`src/rtl/dfr_pkg.sv`:
```
package dfr_pkg;
    localparam logic [7:0] START_BYTE = 8'h1B;
    localparam logic [7:0] TOKEN_BYTE = 8'h0E;
    localparam logic [15:0] CRC_SEED  = 16'hFFFF;
    localparam logic [15:0] EVT_SEQ   = 16'hFFFF;

    typedef enum logic [2:0] {
        ST_HUNT, ST_SEQ, ST_LEN, ST_TOKEN, ST_BODY, ST_CRC
    } rx_state_t;

    typedef enum logic [2:0] {
        CLS_CMD  = 3'd0,
        CLS_INT  = 3'd1,
        CLS_OK   = 3'd2,
        CLS_FAIL = 3'd3,
        CLS_EVT  = 3'd4,
        CLS_UNK  = 3'd5
    } code_class_t;
endpackage

```
`src/rtl/dfr_crc_step.sv`:
```
module dfr_crc_step
    import dfr_pkg::*;
#(
    parameter logic [15:0] POLY = 16'h8408
) (
    input  logic [15:0] crc_in,
    input  logic [7:0]  data,
    output logic [15:0] crc_out
);
    always_comb begin
        logic [15:0] c;
        c = crc_in ^ {8'h00, data};
        for (int i = 0; i < 8; i++) begin
            c = c[0] ? ((c >> 1) ^ POLY) : (c >> 1);
        end
        crc_out = c;
    end
endmodule

```
`src/rtl/dfr_classify.sv`:
```
module dfr_classify
    import dfr_pkg::*;
(
    input  logic [7:0]  code,
    output code_class_t cls
);
    always_comb begin
        unique case (code[7:5])
            3'b000, 3'b001: cls = CLS_CMD;
            3'b010, 3'b011: cls = CLS_INT;
            3'b100:         cls = CLS_OK;
            3'b101:         cls = CLS_FAIL;
            3'b110:         cls = CLS_UNK;
            default:        cls = CLS_EVT;
        endcase
    end
endmodule

```
`src/rtl/dfr_sat_cnt.sv`:
```
module dfr_sat_cnt #(
    parameter int W = 8
) (
    input  logic         clk,
    input  logic         rst_n,
    input  logic         inc,
    output logic [W-1:0] cnt
);
    localparam logic [W-1:0] ONE = {{(W-1){1'b0}}, 1'b1};
    localparam logic [W-1:0] TOP = {W{1'b1}};

    always_ff @(posedge clk or negedge rst_n) begin
        if (!rst_n)                 cnt <= '0;
        else if (inc && cnt != TOP) cnt <= cnt + ONE;
    end
endmodule

```
`src/rtl/dbg_frame_rx.sv`:
```
module dbg_frame_rx
    import dfr_pkg::*;
#(
    parameter int unsigned MAX_LEN = 100000,
    parameter int          TO_W    = 16,
    parameter int          CNT_W   = 8
) (
    input  logic             clk,
    input  logic             rst_n,
    input  logic             in_valid,
    input  logic [7:0]       in_data,
    input  logic [TO_W-1:0]  timeout_limit,
    output logic             body_valid,
    output logic [7:0]       body_data,
    output logic             body_first,
    output logic             body_last,
    output logic             frame_done,
    output logic             frame_ok,
    output logic [15:0]      seq_num,
    output logic             evt_frame,
    output logic [2:0]       msg_class,
    output logic [CNT_W-1:0] crc_err_cnt,
    output logic [CNT_W-1:0] parse_err_cnt
);
    localparam logic [TO_W-1:0] TO_ONE = {{(TO_W-1){1'b0}}, 1'b1};
    localparam logic [TO_W-1:0] TO_TOP = {TO_W{1'b1}};

    rx_state_t     state_q, state_d;
    logic [1:0]    idx_q;
    logic [15:0]   seq_q;
    logic [31:0]   len_q, rem_q;
    logic [15:0]   crc_q, crc_src, crc_nxt;
    logic [7:0]    crc_lo_q;
    code_class_t   cls_q, cls_in;
    logic [TO_W-1:0] idle_q;

    logic [31:0]   len_full;
    logic          len_bad, timeout_hit, crc_match;
    logic          parse_err_p, frame_end_p;

    assign crc_src = (state_q == ST_HUNT) ? CRC_SEED : crc_q;

    dfr_crc_step u_crc (.crc_in(crc_src), .data(in_data), .crc_out(crc_nxt));
    dfr_classify u_cls (.code(in_data), .cls(cls_in));

    assign len_full    = {in_data, len_q[31:8]};
    assign len_bad     = (len_full == 32'd0) || (len_full > MAX_LEN);
    assign timeout_hit = (state_q != ST_HUNT) && !in_valid &&
                         (timeout_limit != '0) && (idle_q >= timeout_limit);
    assign crc_match   = ({in_data, crc_lo_q} == crc_q);

    // next-state and event decode
    always_comb begin
        state_d     = state_q;
        parse_err_p = 1'b0;
        frame_end_p = 1'b0;
        if (timeout_hit) begin
            state_d     = ST_HUNT;
            parse_err_p = 1'b1;
        end else if (in_valid) begin
            unique case (state_q)
                ST_HUNT:  if (in_data == START_BYTE) state_d = ST_SEQ;
                ST_SEQ:   if (idx_q == 2'd1) state_d = ST_LEN;
                ST_LEN:   if (idx_q == 2'd3) begin
                              if (len_bad) begin
                                  state_d     = ST_HUNT;
                                  parse_err_p = 1'b1;
                              end else begin
                                  state_d = ST_TOKEN;
                              end
                          end
                ST_TOKEN: if (in_data == TOKEN_BYTE) state_d = ST_BODY;
                          else begin
                              state_d     = ST_HUNT;
                              parse_err_p = 1'b1;
                          end
                ST_BODY:  if (rem_q == 32'd1) state_d = ST_CRC;
                ST_CRC:   if (idx_q == 2'd1) begin
                              state_d     = ST_HUNT;
                              frame_end_p = 1'b1;
                          end
                default:  state_d = ST_HUNT;
            endcase
        end
    end

    // state register and frame datapath
    always_ff @(posedge clk or negedge rst_n) begin
        if (!rst_n) begin
            state_q  <= ST_HUNT;
            idx_q    <= '0;
            seq_q    <= '0;
            len_q    <= '0;
            rem_q    <= '0;
            crc_q    <= CRC_SEED;
            crc_lo_q <= '0;
            cls_q    <= CLS_UNK;
            idle_q   <= '0;
        end else begin
            state_q <= state_d;
            idx_q   <= (state_d != state_q) ? 2'd0 : idx_q + 2'(in_valid);
            if (in_valid || state_q == ST_HUNT) idle_q <= '0;
            else if (idle_q != TO_TOP)          idle_q <= idle_q + TO_ONE;
            if (in_valid) begin
                if (state_q != ST_CRC) crc_q <= crc_nxt;
                unique case (state_q)
                    ST_SEQ:  seq_q <= {in_data, seq_q[15:8]};
                    ST_LEN:  begin
                                 len_q <= len_full;
                                 rem_q <= len_full;
                             end
                    ST_BODY: begin
                                 rem_q <= rem_q - 32'd1;
                                 if (rem_q == len_q) cls_q <= cls_in;
                             end
                    ST_CRC:  crc_lo_q <= in_data;
                    default: ;
                endcase
            end
        end
    end

    // registered outputs
    always_ff @(posedge clk or negedge rst_n) begin
        if (!rst_n) begin
            body_valid <= 1'b0;
            body_data  <= '0;
            body_first <= 1'b0;
            body_last  <= 1'b0;
            frame_done <= 1'b0;
            frame_ok   <= 1'b0;
            seq_num    <= '0;
            evt_frame  <= 1'b0;
            msg_class  <= '0;
        end else begin
            body_valid <= (state_q == ST_BODY) && in_valid;
            body_data  <= in_data;
            body_first <= (state_q == ST_BODY) && in_valid && (rem_q == len_q);
            body_last  <= (state_q == ST_BODY) && in_valid && (rem_q == 32'd1);
            frame_done <= frame_end_p;
            frame_ok   <= frame_end_p && crc_match;
            if (frame_end_p) begin
                seq_num   <= seq_q;
                evt_frame <= (seq_q == EVT_SEQ);
                msg_class <= cls_q;
            end
        end
    end

    dfr_sat_cnt #(.W(CNT_W)) u_crc_cnt (
        .clk(clk), .rst_n(rst_n), .inc(frame_end_p && !crc_match), .cnt(crc_err_cnt)
    );
    dfr_sat_cnt #(.W(CNT_W)) u_parse_cnt (
        .clk(clk), .rst_n(rst_n), .inc(parse_err_p), .cnt(parse_err_cnt)
    );
endmodule

```
`config.mk`:
```
export PLATFORM = sky130hd
export DESIGN_NAME = dbg_frame_rx
export DESIGN_NICKNAME = d
export VERILOG_FILES = /design/src/rtl/dfr_pkg.sv /design/src/rtl/dfr_crc_step.sv /design/src/rtl/dfr_classify.sv /design/src/rtl/dfr_sat_cnt.sv /design/src/rtl/dbg_frame_rx.sv
export SDC_FILE = /design/constraint.sdc
export NUM_CORES = 1
export LEC_CHECK = 0
export CAP_MARGIN = 20
export CORE_MARGIN = 8
export CORE_UTILIZATION = 45
export CTS_BUF_LIST = sky130_fd_sc_hd__clkbuf_4 sky130_fd_sc_hd__clkbuf_8
export DETAILED_ROUTE_END_ITERATION = 6
export DONT_BUFFER_PORTS = 1
export GPL_TIMING_DRIVEN = 0
export PLACE_DENSITY_LB_ADDON = 0.3
export SETUP_SLACK_MARGIN = 0.05
export SLEW_MARGIN = 10
export SYNTH_ARGS = -nofsm -noshare
export SYNTH_HDL_FRONTEND = slang
export SYNTH_SLANG_ARGS = --single-unit
```
`constraint.sdc`:
```
create_clock -name clk -period 2.6 [get_ports clk]
set_clock_uncertainty 0.05 [all_clocks]
set_input_delay 0.39 -clock clk [delete_from_list [all_inputs] [get_ports clk]]
set_output_delay 0.39 -clock clk [all_outputs]
set_load 0.05 [all_outputs]
```
==> flow_metrics.tcl, run 1 <==
set metrics [dict create \
    cp-start-kind "register" \
    num_rows 53 \
    htreeDepth 4 \
    grt-ovfl-total 0 \
    yosysUniqueCellTypes 60 \
    yosys-top-cells-area "dfrtp_1 (42%), nand2_1 (6.4%), mux2_2 (5.9%)" \
    worstSetupEndpointType "register" \
    crit_slowest_cell "dfrtp_2" \
    seq_area_frac_synth 0.472 \
    dieWidth_um 161 \
    path_class "reg -> reg" \
    cts_hold_buffers 8 \
    ant_nets 0 \
    vdd_ir_drop_max_mv 0.342 \
    whs_ps -465 \
    drt-initial-drc-count 702 \
    slew_headroom 0.480 \
    leakage_nw 4.82 \
    synth_area_leader_cell "dfrtp_1" \
    drt-wirelength-per-cell_um 18.8 \
    grt_max_degree 178 \
    clockBufferDepth 2 \
    dpl.hpwl_mm 16.9 \
    power_w 0.0102 \
    rsz0062_at_grt "yes" \
    routed_wl_mm 25.2 \
    port_buffers 0 \
    hold_path.class "in -> async" \
    ios 76 \
    final_hold_viol_count 177 \
    finish.utilization 0.522 \
    grt_pass1_vias 7426 \
    cts_tree "built" \
    drt-pass1-iter-count 5 \
    critPathRequiredTime_ps 2900 \
    path_max_fanout 3 \
    area_delta_synth_final_pct 15.0 \
    rrSetupSlack_ps -60 \
    initial_core_util 0.454 \
    timing.fmax_mhz 376 \
    vias 7720 \
    fin_crit_sh 1.02 \
    synth.avg_cell_area_um2 9.46 \
    place_area_mm2 0.00980 \
    period_minus_slack_ps 2660 \
    powerDensity_mw_per_mm2 941 \
    syn_area_mm2 0.00942 \
    nets 1099 \
    worstPathCellList "inv_2 > ha_4 > or3b_4 > nor4b_4 > buf_4 > buf_12 > nand3_4 > or3_4 > nor3b_4 > buf_4 > a311oi_1" \
    max_stage_delay_ps 430 \
    dp_cells 1271 \
    fin_tns_setup_ps -140 \
    die_area_mm2 0.0258 \
    clk_pin_slew_ps 110 \
    design_area_mm2 0.0108 \
    cp.arrival_ps 2960 \
    diodes 0 \
    drc 0 \
    synthFlopType "dfrtp_1" \
    cts_sinks 177 \
    grt_first_pass_wirelength_mm 40.4 \
    gp_congestion 0.920 \
    synth-seq-cells 177 \
    root_buffer "clkbuf_8" \
    syn_inst 996 \
    final_cells 1338 \
    synth_nets 1045 \
    violations "negative hold slack, negative setup slack" \
    synth_edf_count 0 \
    status "finished, violations left" \
    core_area_mm2 0.0208 \
    cts_made_buffers 17 \
    vias_per_cell 5.77 \
    yosysWarnings 0 \
    drive_gt1_frac 0.194 \
    maxCapViolCount 0 \
    ys_async_sr_fraction 1.00 \
    fp.dieH_um 161 \
    final_max_slew_viol_count 0 \
    grt_use_total 0.194 \
    clk_latency_ps 480 \
    worst_slew_pin_slew_ps 780 \
    finalSetupViolCount 3 \
    synth_top_area_frac 0.422 \
    cp_common_cell "buf_4" \
    setup_ws_ps -56.3 \
    antenna_found_initial 0 \
]
==> report_power, final <==
group	switching, W	leakage, nW	internal [W]
sequential	0.00106	2.25	0.00351
clock	0.00122	0.206	0.000742
combinational	0.00208	2.37	0.00158
total	0.00436	4.82	0.00583
==> stage by stage <==
step                      hold slack (ps)  setup slack, ps
after global placement               52.6             -426
after CTS                            -479            -55.6
after floorplan                      44.4             28.0
after global routing                 -497             -163
after detailed placement             52.4             -460
final                                -465            -56.3
==> state kept, by name (all words and copies together), names as in the netlist, 3 cells and up <==
| name | count |
|---|---|
| crc_q | 16 |
| crc_lo_q | 8 |
| rem_q | 32 |
| seq_num | 16 |
| body_data | 8 |
| idle_q | 16 |
| len_q | 32 |
| cls_q | 3 |
| u_crc_cnt.cnt | 8 |
| state_q | 3 |
| u_parse_cnt.cnt | 8 |
| seq_q | 16 |
| msg_class | 3 |
==> final timing paths <==
check,from,end,depth (start not counted)
worst max-delay path,rem_q[0],rem_q[30],11
worst min-delay path,rst_n,idle_q[0],0
worst max register to register,rem_q[0],rem_q[30],11
worst min register to register,cls_q[2],cls_q[2],2
max in group asynchronous,rst_n,cls_q[2],0
min in group clk,in_valid,idx_q[0],2
==> cell type report <==
type / instances / area [um2]
Buffer: 52 / 231
Clock buffer: 17 / 234
Clock inverter: 15 / 185
Fill cell: 1864 / 9920
Inverter: 37 / 139
Multi-Input combinational cell: 728 / 4930
Sequential cell: 177 / 4460
Tap cell: 275 / 344
Timing Repair Buffer: 37 / 318
==> placed cells by master (no fill, tap or decap), types with 23 or more instances in the layout <==
cell	netlist	routed
nand2_1	160	156
dfrtp_1	159	152
nor2_1	70	68
xor2_1	55	55
o21ai_0	53	50
xnor2_1	50	50
a21oi_1	51	49
mux2_2	49	49
inv_1	37	35
clkbuf_1	48	32
nand4_1	29	30
buf_4	0	26
nor3_1	29	23
==> metal layers <==
metal | up-vias | global-route usage | part of all wire | wire (um)
li1 | 3558 | - | - | -
met1 | 3770 | 0.260 | 0.43 | 10800
met2 | 327 | 0.297 | 0.46 | 11700
met3 | 65 | 0.0450 | 0.078 | 1960
met4 | 0 | 0.0825 | 0.029 | 735
met5 | - | 0 | 0 | 0
==> timing repair <==
item,in CTS,in global routing
gates cloned,0,1
resized for setup,28,57
pin swaps,13,13
hold endpoints to repair,185,177
buffers inserted,21,8
endpoints found under the setup margin,59,104
==> worst max-delay path, delay by kind of cell, from the launching register on <==
family                   cells  cell delay [ps]
AO/OA/AOI/OAI                1               70
AND/OR/NAND/NOR              5             1320
buffers and inverters        4              510
adder cells (fa/ha/maj)      1              140
flip-flops                   1              430
==> cell families (layout without fill, tap and decap cells) <==
logic type               Yosys count  in the layout  synth area share
adder cells (fa/ha/maj)           22             22            0.0292
AO/OA/AOI/OAI                    163            163             0.103
multiplexers                      53             53            0.0629
AND/OR/NAND/NOR                  384            385             0.197
XOR/XNOR                         105            105            0.0976
flip-flops                       177            177             0.472
buffers and inverters             92            158            0.0381
==> synthesized netlist by cell type (5+ instances only) <==
library cell and n:
nor2b_1 6, inv_1 37, dfrtp_1 159, a22oi_1 5
nor3b_1 5, and3_1 8, nand2_1 160, a211oi_1 7
nor4_1 23, dfstp_2 18, o21ai_0 53, nor3_1 29
o22ai_1 14, ha_1 22, a31oi_1 5, nand3_1 22
nor2_1 70, clkbuf_1 48, xnor2_1 50, xor2_1 55
or3_1 8, a21oi_1 51, mux2_2 49, buf_2 5
nand4_1 29
No activity file was read; power rests on OpenSTA's default activity.
==> run 2, diff against run 1 <==
--- a/config.mk
+++ b/config.mk
@@ -5,7 +5,7 @@
 export SDC_FILE = /design/constraint.sdc
 export NUM_CORES = 1
 export LEC_CHECK = 0
-export CAP_MARGIN = 20
+export CAP_MARGIN = 40
 export CORE_MARGIN = 8
 export CORE_UTILIZATION = 45
 export CTS_BUF_LIST = sky130_fd_sc_hd__clkbuf_4 sky130_fd_sc_hd__clkbuf_8
==> constraint.sdc (replaced) <==
create_clock -name clk -period 2.6 [get_ports clk]
set_clock_uncertainty 0.05 [all_clocks]
set_input_delay 0.13 -clock clk [delete_from_list [all_inputs] [get_ports clk]]
set_output_delay 0.13 -clock clk [all_outputs]
set_load 0.05 [all_outputs]
==> run 2 against run 1 <==
  * The flow still finishes with violations (negative hold slack, negative setup slack)
  * Die area is the same
  * Largest cell class unchanged
  * Combinational power is essentially flat
  * Critical path depth is the same
  * Non-clock buffer count grew 1
  * Flip-flop and latch count is the same
  * Sequential share of layout area is essentially flat
  * Core utilization is essentially flat
  * Register-to-register slack is essentially flat
  * Sequential power is essentially flat
  * Final cell count is essentially flat
  * Critical endpoint unchanged
  * Global-route usage is essentially flat
  * Critical path type unchanged
==> flow_metrics.tcl, run 2 (synthesis gave the netlist of run 1 again) <==
set metrics [dict create \
    design_area_mm2 0.0108 \
    drt-wirelength-per-cell_um 18.8 \
    grt-ovfl-total 0 \
    violations "negative hold slack, negative setup slack" \
    cts_made_buffers 17 \
    whs_ps -722 \
    cp.arrival_ps 2940 \
    status "finished, violations left" \
    die_area_mm2 0.0258 \
    drt-pass1-iter-count 7 \
    cts_sinks 177 \
    diodes 0 \
    rsz0062_at_grt "yes" \
    pre_cts_slack_ps -431 \
    powerDensity_mw_per_mm2 939 \
    gp_congestion 0.920 \
    ant_nets 0 \
    hold_path.class "in -> async" \
    grt_use_total 0.194 \
    area_delta_synth_final_pct 15.1 \
    final_hold_viol_count 177 \
    root_buffer "clkbuf_8" \
    vias_per_cell 5.75 \
    slew_headroom 0.481 \
    timing.fmax_mhz 378 \
    r2r-start "rem_q[0]" \
    cp-startpoint "rem_q[0]" \
    vdd_ir_drop_max_mv 0.339 \
    fin_crit_sh 1.02 \
    port_buffers 0 \
    num_rows 53 \
    htreeDepth 4 \
    grt_pass1_vias 7445 \
    final_max_slew_viol_count 0 \
    initial_core_util 0.454 \
    fp.dieH_um 161 \
    setup_ws_ps -45.9 \
    dpl.hpwl_mm 16.9 \
    period_minus_slack_ps 2650 \
    dieWidth_um 161 \
    rrSetupSlack_ps -50 \
    drc 0 \
    final_common_cell "nand2_1" \
    mostFrequentLayoutCells "nand2_1 (156), dfrtp_1 (152), nor2_1 (68)" \
    nets 1100 \
    cts_tree "built" \
    clockBufferDepth 2 \
    core_area_mm2 0.0208 \
    top_regs "len_q (32), rem_q (32)" \
    drt-initial-drc-count 667 \
    place_area_mm2 0.00980 \
    worst_slew_pin_slew_ps 778 \
    vias 7698 \
    grt_first_pass_wirelength_mm 40.5 \
    ios 76 \
    drive_gt1_frac 0.194 \
    grt_max_degree 178 \
    path_class "reg -> reg" \
    power_w 0.0102 \
    cp-start-kind "register" \
    clk_latency_ps 480 \
    leakage_nw 4.82 \
    finalSetupViolCount 3 \
    antenna_found_initial 0 \
    maxCapViolCount 0 \
    routed_wl_mm 25.2 \
    cts_hold_buffers 9 \
    path_max_fanout 3 \
    critPathRequiredTime_ps 2900 \
    clk_pin_slew_ps 110 \
    worstSetupEndpointType "register" \
]
run 2: changes by cell type in the layout (fill, tap and decap cells not counted):
cell,previous run,this run
dlygate4sd3_1,8,9
run 2: repair_timing:
item | 4_1_cts | 5_1_grt
setup endpoints to repair | 59 | 104
gates resized for setup | 28 | 57
hold endpoints to repair | 198 | 177
pin swaps | 13 | 13
gates cloned | 0 | 1
buffers inserted | 21 | 8
run 2: metal layers:
| metal | GRT usage | part of all wire | vias to the layer above |
|---|---|---|---|
| li1 | - | - | 3560 |
| met1 | 0.260 | 0.43 | 3748 |
| met2 | 0.298 | 0.47 | 328 |
| met3 | 0.0456 | 0.076 | 62 |
| met4 | 0.0825 | 0.027 | 0 |
| met5 | 0 | 0 | - |
run 2: cell type report:
type                            instances  area, um2
Tap cell                              275        344
Multi-Input combinational cell        728       4930
Sequential cell                       177       4460
Clock buffer                           17        234
Inverter                               37        139
Clock inverter                         15        185
Buffer                                 52        231
Fill cell                            1863       9910
Timing Repair Buffer                   38        328
run 2: path summary, 6_finish.rpt:
path | endpoint | cells after the start
worst max-delay path | rem_q[30] | 11
worst min-delay path | idle_q[0] | 0
worst max register to register | rem_q[30] | 11
worst min register to register | cls_q[2] | 2
max in group asynchronous | cls_q[2] | 0
min in group clk | len_q[29] | 3
run 2: report_power, final:
group          total (W)  leakage [nW]  internal, W  switching, W
clock network    0.00195         0.206     0.000742       0.00121
logic            0.00367          2.37      0.00158       0.00209
registers        0.00456          2.25      0.00351       0.00105
total             0.0102          4.82      0.00583       0.00436
run 2: per-stage QoR:
step	setup TNS, ps	instances	util
final	-103	1339	0.523
after global routing	-466	1339	0.523
after CTS	-85.7	1333	0.509
after detailed placement	-10010	1271	0.472
after global placement	-13100	1271	0.472
after floorplan	0	996	-
run 2: worst max-delay path, cell delays in order, from the launching register on:
cell and delay (ps):
dfrtp_2 430, inv_2 80, ha_4 140, or3b_4 400, nor4b_4 270, buf_4 180
buf_12 110, nand3_4 60, or3_4 370, nor3b_4 210, buf_4 140, a311oi_1 70
==> run 3, diff against run 2 <==
--- a/config.mk
+++ b/config.mk
@@ -12,9 +12,11 @@
 export DETAILED_ROUTE_END_ITERATION = 6
 export DONT_BUFFER_PORTS = 1
 export GPL_TIMING_DRIVEN = 0
+export MAX_ROUTING_LAYER = met4
 export PLACE_DENSITY_LB_ADDON = 0.3
+export RECOVER_POWER = 25
 export SETUP_SLACK_MARGIN = 0.05
-export SLEW_MARGIN = 10
+export SLEW_MARGIN = 0
 export SYNTH_ARGS = -nofsm -noshare
 export SYNTH_HDL_FRONTEND = slang
 export SYNTH_SLANG_ARGS = --single-unit
==> run 3 against run 2 <==
  * The flow still finishes with violations (negative hold slack, negative setup slack)
  * Sequential share of layout area up 0.057 points
  * Worst hold slack better by 9.9 ps
  * Core utilization down 0.072 points
  * First-iteration DRC count up 17%
  * Final cell count up 0.22%
  * Register-to-register slack worse by 90 ps
  * Die area unchanged
  * Flip-flop and latch count unchanged
  * Non-clock buffer count up 4
  * Clock power up 5%
  * Critical endpoint unchanged
==> flow_metrics.tcl, run 3 (synthesis gave the netlist of run 1 again) <==
set metrics [dict create \
    status "finished, violations left" \
    violations "negative hold slack, negative setup slack" \
    drive_gt1_frac 0.194 \
    fin_crit_sh 1.05 \
    rsz0062_at_grt "yes" \
    gp_congestion 0.940 \
    diodes 0 \
    fillers 1875 \
    clockBufferDepth 2 \
    cp.arrival_ps 3060 \
    num_rows 53 \
    finish.utilization 0.522 \
    finalSetupViolCount 2 \
    clk_latency_ps 490 \
    clk_pin_slew_ps 100 \
    slew_headroom 0.495 \
    dieWidth_um 161 \
    cts_sinks 177 \
    ios 76 \
    seqPwrFrac 0.443 \
    power.switching_w 0.00432 \
    cts_tree "built" \
    hold_path.class "in -> async" \
    cts_hold_buffers 9 \
    whs_ps -712 \
    antenna_found_initial 0 \
    final_max_slew_viol_count 0 \
    maxCapViolCount 0 \
    top_regs "len_q (32), rem_q (32)" \
    crit_slowest_cell "or4_4" \
    drt-wirelength-per-cell_um 18.7 \
    core_area_mm2 0.0208 \
    rrSetupSlack_ps -130 \
    fp.dieH_um 161 \
    cp-start-kind "register" \
    area_delta_synth_final_pct 15.0 \
    powerDensity_mw_per_mm2 948 \
    grt_use_total 0.196 \
    pwr-share-clk 0.198 \
    worst_slew_pin_slew_ps 757 \
    htreeDepth 4 \
    p_comb_frac 0.358 \
    setup_ws_ps -134 \
    routed_wl_mm 25.0 \
    timing.fmax_mhz 366 \
    power.internal_w 0.00595 \
    mostFrequentLayoutCells "nand2_1 (158), dfrtp_1 (152), nor2_1 (69)" \
    cts_made_buffers 17 \
    path_delay_family "simple AND/OR/NAND/NOR gates" \
    grt-ovfl-total 0 \
    path_class "reg -> reg" \
    drt-initial-drc-count 782 \
    crit_buf_inv 1 \
    grt_first_pass_wirelength_mm 39.7 \
    root_buffer "clkbuf_8" \
    drc 0 \
    final_hold_viol_count 177 \
    grt_max_degree 178 \
    die_area_mm2 0.0258 \
    path_max_fanout 5 \
    worstPathCellList "buf_6 > or4_4 > nor4_4 > nand3_2 > or3_4 > nor3b_4 > nor3_1 > a311oi_1" \
    leakage_nw 4.83 \
    vdd_ir_drop_max_mv 0.340 \
    grt_pass1_vias 7276 \
    p_sw_frac 0.421 \
    period_minus_slack_ps 2730 \
    vias 7629 \
    worstSetupEndpointType "register" \
    ant_nets 0 \
    max_stage_delay_ps 550 \
    final_common_cell "nand2_1" \
    initial_core_util 0.454 \
    nets 1103 \
    drt-pass1-iter-count 6 \
    dpl.hpwl_mm 17.0 \
    port_buffers 0 \
    vias_per_cell 5.68 \
    critPathRequiredTime_ps 2930 \
]
-- run 3: changes by cell type in the layout (fill, tap and decap cells not counted), moves of 2 or more --
cell	delta
buf_4	+3
nor4_2	+2
clkbuf_2	+3
o21ai_1	-2
nor4_4	-2
clkbuf_1	-2
nand2_1	+2
o21ai_0	+2
clkinv_8	+2
a211oi_2	-2
inv_8	-2
nand2_2	-2
-- run 3: power by group through the flow --
stage	Sequential [W]	Combinational, W	Clock [W]
after CTS	0.00451	0.00338	0.00207
after detailed placement	0.00457	0.00325	0
after global placement	0.00456	0.00318	0
after floorplan	0.00424	0.00262	0
final	0.00455	0.00368	0.00204
after global routing	0.00463	0.00409	0.00219
-- run 3: area by class of cell --
class                   count  area, um2  share of cell area
flip-flops and latches    177       4460               0.412
inverters                  37        141              0.0131
repair buffers             41        335              0.0310
well taps                 275        344              0.0318
plain buffers              53        239              0.0221
multi-input cells         727       4860               0.449
clock inverters            15        218              0.0201
clock buffers              17        234              0.0216
-- run 3: worst paths after layout --
| path | endpoint | from | cells past startpoint |
|---|---|---|---|
| min in group clk | len_q[29] | in_data[5] | 3 |
| max in group asynchronous | crc_q[7] | rst_n | 0 |
| hold / removal | idle_q[2] | rst_n | 0 |
| hold reg to reg | cls_q[2] | cls_q[2] | 2 |
| setup reg to reg | rem_q[30] | rem_q[11] | 8 |
| setup / recovery | rem_q[30] | rem_q[11] | 8 |
-- run 3: repair_timing --
action,CTS,global route
setup endpoints to repair,60,102
buffers inserted,11,20
pin swaps,8,18
gates resized for setup,21,61
endpoints found under the hold margin,197,177
-- run 3: metal layers --
layer | vias up | share of wire | track usage
met2 | 302 | 0.47 | 0.301
li1 | 3580 | - | -
met3 | 56 | 0.073 | 0.0438
met4 | 0 | 0.024 | 0.0686
met1 | 3691 | 0.43 | 0.253
met5 | - | 0 | -
-- run 3: worst reg2reg max path, stage by stage (launching register included) --
cell      delay (ps)
dfrtp_1          390
buf_6            130
or4_4            550
nor4_4           410
nand3_2          160
or3_4            390
nor3b_4          200
nor3_1            70
a311oi_1         290
-- run 3: stage by stage --
step	setup TNS [ps]	total power, W	area [um2]	std cells	worst slack [ps]
after global placement	-12620	0.00774	9790	1271	-428
after detailed placement	-9860	0.00781	9800	1272	-462
after floorplan	0	0.00686	9450	996	28.0
after global routing	-402	0.0109	10800	1342	-176
after CTS	-301	0.00997	10500	1324	-120
final	-219	0.0103	10800	1342	-134
